`src/rtl/rwk_pkg.sv`:
```
package rwk_pkg;

  // A register may wake when it is not pinned (0) or on its last pending write (1).
  function automatic logic rwk_may_wake(input int unsigned pending);
    return pending <= 1;
  endfunction

  // Population count of a small vector.
  function automatic int unsigned rwk_ones(input logic [31:0] v);
    int unsigned n;
    n = 0;
    for (int i = 0; i < 32; i++) n += {31'd0, v[i]};
    return n;
  endfunction

endpackage

```
`src/rtl/rwk_regstate.sv`:
```
module rwk_regstate #(
  parameter int NPREG = 32,
  parameter int PINW  = 2,
  localparam int PW   = $clog2(NPREG)
) (
  input  logic             clk,
  input  logic             rst_n,
  input  logic             cmp_valid,
  input  logic             cmp_fixed,
  input  logic [PW-1:0]    cmp_reg,
  input  logic             ins_en,
  input  logic [PW-1:0]    ins_reg,
  input  logic [PINW-1:0]  ins_pin,
  input  logic [NPREG-1:0] sq_clr,
  output logic [NPREG-1:0] rdy_q,
  output logic             wake_fire,
  output logic [PW-1:0]    wake_reg
);
  logic [PINW-1:0]  pin_q [NPREG];
  logic [PINW-1:0]  pin_cur;
  logic [NPREG-1:0] rdy_n;
  logic             cmp_live;

  assign pin_cur   = pin_q[cmp_reg];
  assign cmp_live  = cmp_valid && !cmp_fixed;
  assign wake_fire = cmp_live && rwk_pkg::rwk_may_wake(int'(pin_cur));
  assign wake_reg  = cmp_reg;

  always_comb begin
    rdy_n = rdy_q;
    if (wake_fire) rdy_n[wake_reg] = 1'b1;
    if (ins_en)    rdy_n[ins_reg]  = 1'b0;
    rdy_n = rdy_n & ~sq_clr;
  end

  always_ff @(posedge clk) begin
    if (!rst_n) begin
      rdy_q <= '1;
      for (int r = 0; r < NPREG; r++) pin_q[r] <= '0;
    end else begin
      rdy_q <= rdy_n;
      if (cmp_live && pin_cur != '0) pin_q[cmp_reg] <= pin_cur - 1'b1;
      if (ins_en) pin_q[ins_reg] <= ins_pin;
    end
  end

  // a woken register reads ready next cycle unless cleared in the same cycle
  a_r4_reg_set: assert property (@(posedge clk) disable iff (!rst_n)
    (wake_fire && !(ins_en && ins_reg == wake_reg) && !sq_clr[wake_reg])
      |=> rdy_q[$past(wake_reg)]);

  // a pinned register with writes left only counts down
  a_r6_pin_countdown: assert property (@(posedge clk) disable iff (!rst_n)
    (cmp_live && pin_cur > 1 && !(ins_en && ins_reg == cmp_reg))
      |=> pin_q[$past(cmp_reg)] == $past(pin_cur) - 1'b1);

  // fixed-mapping completion never fires a wakeup
  a_r5_fixed_quiet: assert property (@(posedge clk) disable iff (!rst_n)
    (cmp_valid && cmp_fixed) |-> !wake_fire);

endmodule

```
`src/rtl/rwk_slot.sv`:
```
module rwk_slot #(
  parameter int NPREG = 32,
  parameter int NSRC  = 3,
  parameter int SEQ_W = 8,
  localparam int PW   = $clog2(NPREG),
  localparam int SCW  = $clog2(NSRC + 1)
) (
  input  logic              clk,
  input  logic              rst_n,
  input  logic              load,
  input  logic [SEQ_W-1:0]  ld_seq,
  input  logic [NSRC-1:0]   ld_src_vld,
  input  logic [NSRC*PW-1:0] ld_src_reg,
  input  logic [NSRC-1:0]   ld_src_rdy,
  input  logic              ld_dst_vld,
  input  logic [PW-1:0]     ld_dst_reg,
  input  logic              issue_hit,
  input  logic              sq_valid,
  input  logic [SEQ_W-1:0]  sq_seq,
  input  logic              wake_fire,
  input  logic [PW-1:0]     wake_reg,
  output logic              ready,
  output logic              sq_kill,
  output logic              dst_vld,
  output logic [PW-1:0]     dst_reg,
  output logic [SCW-1:0]    match_cnt
);
  logic             vld_q;
  logic [SEQ_W-1:0] seq_q;
  logic [NSRC-1:0]  sv_q, rd_q, hit;
  logic [PW-1:0]    sr_q [NSRC];
  logic             kill;

  assign sq_kill = sq_valid && vld_q && (seq_q > sq_seq);
  assign kill    = sq_kill || issue_hit;

  for (genvar i = 0; i < NSRC; i++) begin : g_src
    assign hit[i] = vld_q && sv_q[i] && !rd_q[i] && wake_fire && (sr_q[i] == wake_reg);

    // a matched waiting source is ready next cycle
    a_r4_src_woken: assert property (@(posedge clk) disable iff (!rst_n)
      (hit[i] && !load && !kill) |=> rd_q[i]);
    // a ready source never drops back while the slot lives
    a_r2_src_sticky: assert property (@(posedge clk) disable iff (!rst_n)
      (vld_q && rd_q[i] && !load && !kill) |=> rd_q[i]);
  end

  assign match_cnt = SCW'(rwk_pkg::rwk_ones(32'(hit)));
  assign ready     = vld_q && ((rd_q | ~sv_q) == '1);

  always_ff @(posedge clk) begin
    if (!rst_n) begin
      vld_q   <= 1'b0;
      seq_q   <= '0;
      sv_q    <= '0;
      rd_q    <= '0;
      dst_vld <= 1'b0;
      dst_reg <= '0;
      for (int i = 0; i < NSRC; i++) sr_q[i] <= '0;
    end else if (load) begin
      vld_q   <= 1'b1;
      seq_q   <= ld_seq;
      sv_q    <= ld_src_vld;
      rd_q    <= ld_src_rdy;
      dst_vld <= ld_dst_vld;
      dst_reg <= ld_dst_reg;
      for (int i = 0; i < NSRC; i++) sr_q[i] <= ld_src_reg[i*PW +: PW];
    end else if (kill) begin
      vld_q <= 1'b0;
    end else begin
      rd_q <= rd_q | hit;
    end
  end

  // a granted slot is freed
  a_r9_grant_frees: assert property (@(posedge clk) disable iff (!rst_n)
    (issue_hit && !load) |=> !ready);
  // a squashed slot is freed
  a_r8_squash_frees: assert property (@(posedge clk) disable iff (!rst_n)
    (sq_kill && !load) |=> !ready);

endmodule

```
`src/rtl/rwk_wakeup.sv`:
```
module rwk_wakeup #(
  parameter int NPREG = 32,
  parameter int NSLOT = 8,
  parameter int NSRC  = 3,
  parameter int SEQ_W = 8,
  parameter int PINW  = 2,
  localparam int PW   = $clog2(NPREG),
  localparam int SLW  = $clog2(NSLOT),
  localparam int SCW  = $clog2(NSRC + 1),
  localparam int WCW  = $clog2(NSLOT * NSRC + 1)
) (
  input  logic               clk,
  input  logic               rst_n,
  input  logic               ins_valid,
  input  logic [SLW-1:0]     ins_slot,
  input  logic [SEQ_W-1:0]   ins_seq,
  input  logic [NSRC-1:0]    ins_src_vld,
  input  logic [NSRC*PW-1:0] ins_src_reg,
  input  logic               ins_dst_vld,
  input  logic [PW-1:0]      ins_dst_reg,
  input  logic [PINW-1:0]    ins_pin_writes,
  input  logic               cmp_valid,
  input  logic [PW-1:0]      cmp_reg,
  input  logic               cmp_fixed,
  input  logic               iss_valid,
  input  logic [SLW-1:0]     iss_slot,
  input  logic               sq_valid,
  input  logic [SEQ_W-1:0]   sq_seq,
  output logic [NSLOT-1:0]   slot_ready,
  output logic [NPREG-1:0]   preg_ready,
  output logic [WCW-1:0]     wake_count
);
  logic             wake_fire;
  logic [PW-1:0]    wake_reg;
  logic [NSRC-1:0]  ins_src_rdy;
  logic [NPREG-1:0] sq_clr;
  logic [NSLOT-1:0] slot_kill, slot_dv;
  logic [PW-1:0]    slot_dr  [NSLOT];
  logic [SCW-1:0]   slot_cnt [NSLOT];

  rwk_regstate #(.NPREG(NPREG), .PINW(PINW)) u_regs (
    .clk(clk), .rst_n(rst_n),
    .cmp_valid(cmp_valid), .cmp_fixed(cmp_fixed), .cmp_reg(cmp_reg),
    .ins_en(ins_valid && ins_dst_vld), .ins_reg(ins_dst_reg), .ins_pin(ins_pin_writes),
    .sq_clr(sq_clr), .rdy_q(preg_ready), .wake_fire(wake_fire), .wake_reg(wake_reg)
  );

  // Insert-time lookup: ready bit, or a wakeup landing in this very cycle.
  for (genvar i = 0; i < NSRC; i++) begin : g_look
    logic [PW-1:0] r;
    assign r = ins_src_reg[i*PW +: PW];
    assign ins_src_rdy[i] = !ins_src_vld[i] || preg_ready[r] || (wake_fire && wake_reg == r);
  end

  for (genvar s = 0; s < NSLOT; s++) begin : g_slot
    rwk_slot #(.NPREG(NPREG), .NSRC(NSRC), .SEQ_W(SEQ_W)) u_slot (
      .clk(clk), .rst_n(rst_n),
      .load(ins_valid && ins_slot == SLW'(s)),
      .ld_seq(ins_seq), .ld_src_vld(ins_src_vld), .ld_src_reg(ins_src_reg),
      .ld_src_rdy(ins_src_rdy), .ld_dst_vld(ins_dst_vld), .ld_dst_reg(ins_dst_reg),
      .issue_hit(iss_valid && iss_slot == SLW'(s)),
      .sq_valid(sq_valid), .sq_seq(sq_seq),
      .wake_fire(wake_fire), .wake_reg(wake_reg),
      .ready(slot_ready[s]), .sq_kill(slot_kill[s]),
      .dst_vld(slot_dv[s]), .dst_reg(slot_dr[s]), .match_cnt(slot_cnt[s])
    );
  end

  always_comb begin
    sq_clr     = '0;
    wake_count = '0;
    for (int s = 0; s < NSLOT; s++) begin
      if (slot_kill[s] && slot_dv[s]) sq_clr[slot_dr[s]] = 1'b1;
      wake_count = wake_count + WCW'(slot_cnt[s]);
    end
  end

  // a fixed completion alone leaves every ready bit untouched
  a_r5_fixed_stable: assert property (@(posedge clk) disable iff (!rst_n)
    (cmp_valid && cmp_fixed && !ins_valid && !sq_valid) |=> $stable(preg_ready));
  // and wakes no operand
  a_r5_fixed_no_count: assert property (@(posedge clk) disable iff (!rst_n)
    (cmp_valid && cmp_fixed) |-> wake_count == '0);
  // an inserted destination reads not ready next cycle
  a_r3_dst_cleared: assert property (@(posedge clk) disable iff (!rst_n)
    (ins_valid && ins_dst_vld) |=> !preg_ready[$past(ins_dst_reg)]);

endmodule

```
`config.mk`:
```
export PLATFORM = sky130hd
export DESIGN_NAME = rwk_wakeup
export DESIGN_NICKNAME = d
export VERILOG_FILES = /design/src/rtl/rwk_pkg.sv /design/src/rtl/rwk_regstate.sv /design/src/rtl/rwk_slot.sv /design/src/rtl/rwk_wakeup.sv
export SDC_FILE = /design/constraint.sdc
export NUM_CORES = 1
export LEC_CHECK = 0
export BUFFER_PORTS_ARGS = -buffer_cell sky130_fd_sc_hd__buf_4
export CAP_MARGIN = 5
export CORE_MARGIN = 3
export CORE_UTILIZATION = 35
export CTS_BUF_LIST = sky130_fd_sc_hd__clkbuf_4 sky130_fd_sc_hd__clkbuf_8
export DETAILED_ROUTE_END_ITERATION = 16
export RECOVER_POWER = 50
export SLEW_MARGIN = 20
export SYNTH_ARGS = -nofsm -noshare
export SYNTH_HDL_FRONTEND = slang
export SYNTH_SLANG_ARGS = --single-unit
```
`constraint.sdc`:
```
create_clock -name clk -period 7.8 [get_ports clk]
set_input_delay 0.78 -clock clk [delete_from_list [all_inputs] [get_ports clk]]
set_output_delay 0.78 -clock clk [all_outputs]
set_load 0.01 [all_outputs]
```
==> results.toml <==
[timing]
tightest_slew_ns = 3.56
timing.final.crit_share = 0.946
finalSetupViolations = 0
hold_violations = 0
fmax_ghz = 0.136
slew_violations = 223
worst_clock_skew_ns = 0.0456
fin_ws_ns = 0.423
max_slew_margin = -1.37
rsz0062_at_grt = "false"
fin_setup_tns_ns = 0
min_period_ns = 7.38
timing.hold.ws_ns = 0.441

[clock_network]
clock-sinks = 384
post-cts-setup-buffer-count = 0
tritoncts = "built"
cts_resized = 0
cts-root-buf = "clkbuf_8"
numCtsBuffers = 71
clk_pin_slew_worst_paths_ns = 0.06
clk_path_buf_depth = 3
htree_levels = 3
worst_skew_pair.late_latency_ns = 0.66
cts_hold_buf = 0

[run_status]
status = "complete, but fails checks"
violations = "capacitance limit, slew limit"

[yosys]
synth_nets = 2570
ys_types = 79
synth_area_per_cell_sq_um = 9.43
synth_seq_area_share = 0.417
syn_inst = 2422
yosys_warnings = 0
synth-async-reset-ratio = 0
synth_edf_count = 184
syn_area_sq_um = 22800
ys.flop_type = "dfxtp_1"
ys_ff_latch = 384

[place]
port_buffers = 104
pre_cts_ws_ns = 0.427
post-dp-hpwl_mm = 66.0
gp_congestion = 0.998

[floorplanning]
dieHeight_um = 261
coreArea_sq_um = 63800
die_x_um = 261
dieArea_sq_um = 68300
ios = 105
start_util = 0.358
rows = 92

[critical_path]
critical_path_required_ns = 7.02
cp_cell_sequence = "buf_4 -> mux4_2 -> a32oi_1 -> nand4_1 -> nor4_4 -> buf_4 -> nand3_1 -> fa_1 -> fa_1 -> fa_1 -> fa_1 -> inv_1 -> fa_1 -> ha_1 -> fa_1 -> a21o_1 -> a21o_1 -> buf_4"
path_max_fanout = 19
crit_top_cell = "fa_1"
cp_top_family = "adder cells"
crit_path_start_kind = "input pin"
max_stage_delay_ns = 0.59
endpoint_kind = "primary output"
crit_path_top_delay_cell = "fa_1"
worst-path-buf-inv = 4
path_class = "in -> out"
critical_path_arrival_ns = 6.60

[global_route]
antenna_found_initial = 1
grt-ovfl-total = 0
grt_pass1_vias = 20000
grt_use_total = 0.263
grt_pass1_wl_mm = 134
grt_max_degree = 76

[routing]
viasPerCell = 6.22
drt_iter0_markers = 2477
via_count = 20900
wl_per_cell_um = 27.2
dr.pass1.iters = 6
route.detailed.drc = 0
postRouteAntennaNets = 0
wl_mm = 91.3

[final_layout]
layout-drive-gt1-share = 0.123
largest_register_ffs = 120
area_growth_pct = 12.4
top_regs = "g_slot.u_slot.sr_q: 120 flops, g_slot.u_slot.seq_q: 64 flops, u_regs.pin_q: 64 flops"
nFillCells = 6420
max_flop_register = "g_slot.u_slot.sr_q"
layout.nets = 2603

[power_and_ir_drop]
power_w = 0.00485
pwr_density_cell_nw_per_um2 = 189
leakagePower_nw = 9.11
peakVddDrop_uv = 105

[flow_run]
maxCapViolCount = 6

[min_path]
hold_path.class = "in -> reg"
## logic make-up after synthesis
group / synth area share
buffers and inverters: 0.0451
adder cells (fa/ha/maj): 0.0538
AO/OA/AOI/OAI: 0.190
AND/OR/NAND/NOR: 0.199
multiplexers: 0.0425
XOR/XNOR: 0.0526
flip-flops: 0.417
## power by group
group / leakage [nW] / switching, W / internal (W) / total [W]
sequential: 3.44 / 0.0000505 / 0.00219 / 0.00224
clock: 0.810 / 0.000926 / 0.00119 / 0.00211
combinational: 4.86 / 0.000335 / 0.000163 / 0.000498
total: 9.11 / 0.00131 / 0.00354 / 0.00485
## path summary, 6_finish.rpt
path	start	endpoint	slack [ns]	depth (start not counted)
setup / recovery	cmp_reg[1]	wake_count[4]	0.42	18
hold / removal	ins_seq[0]	g_slot[2].u_slot.seq_q[0]	0.44	3
setup reg to reg	u_regs.pin_q[0][1]	u_regs.pin_q[23][1]	3.61	8
hold reg to reg	g_slot[7].u_slot.sv_q[1]	g_slot[7].u_slot.sv_q[1]	0.46	2
## worst min-delay path: cells and delay by family
| family | cells | cell delay, ns |
|---|---|---|
| buffers and inverters | 1 | 0.16 |
| AND/OR/NAND/NOR | 1 | 0.06 |
| AO/OA/AOI/OAI | 1 | 0.06 |
## cell usage in the layout (no fill, tap or decap), drive strengths merged, types with 19 or more instances in the layout
cell type / instances
nand2: 258
dfxtp: 200
edfxtp: 184
clkbuf: 155
nor2: 154
a21oi: 109
buf: 107
xnor2: 94
a22o: 87
o21ai: 77
o31ai: 71
ha: 71
inv: 69
and3: 68
nor3: 64
and2: 57
nand3: 55
o22ai: 52
o211ai: 49
nand4: 47
xor2: 43
o221ai: 37
mux4: 32
nor2b: 30
nand2b: 28
nand3b: 28
a31oi: 19
## per-stage QoR
| stage | utilization | instances | area, sq um |
|---|---|---|---|
| 6_report | 0.402 | 3358 | 25700 |
| 5_1_grt | 0.402 | 3358 | 25700 |
| 4_1_cts | 0.405 | 3357 | 25800 |
| 3_5_place_dp | 0.381 | 3228 | 24300 |
| 3_3_place_gp | 0.381 | 3228 | 24300 |
| 2_1_floorplan | - | 2422 | 22800 |
## synth_stat cells, drive strengths merged (19+ instances only)
master / number / area, sq um
buf: 47 / 234
ha: 71 / 888
nand4: 47 / 294
and2: 57 / 357
o22ai: 52 / 325
clkbuf: 143 / 544
xnor2: 94 / 823
nor2: 154 / 578
nor2b: 30 / 188
nor3: 64 / 330
a21oi: 109 / 546
and3: 68 / 425
xor2: 43 / 377
edfxtp: 184 / 5530
o221ai: 37 / 324
a31oi: 19 / 119
nand3: 55 / 275
nand3b: 28 / 210
nand2b: 28 / 175
nand2: 258 / 971
mux4: 32 / 721
o21ai: 77 / 385
a22o: 87 / 762
dfxtp: 200 / 4000
o31ai: 71 / 533
inv: 66 / 248
o211ai: 49 / 368
## metal layers
metal  track usage  part of all wire
met2         0.406              0.45
met3        0.0429             0.092
met4        0.0845             0.029
met1         0.375              0.43
met5             0                 0
## area by class of cell
class                           instances  area (sq um)  share of cell area
Inverter                               67           251             0.00980
Clock inverter                         17           159             0.00619
Tap cell                              846          1060              0.0412
Antenna cell                            1          2.50           0.0000975
Timing Repair Buffer                  150           977              0.0381
Multi-Input combinational cell       1781         12300               0.480
Sequential cell                       384          9530               0.371
Clock buffer                          112          1370              0.0532
(Power assumes the default switching activity.)
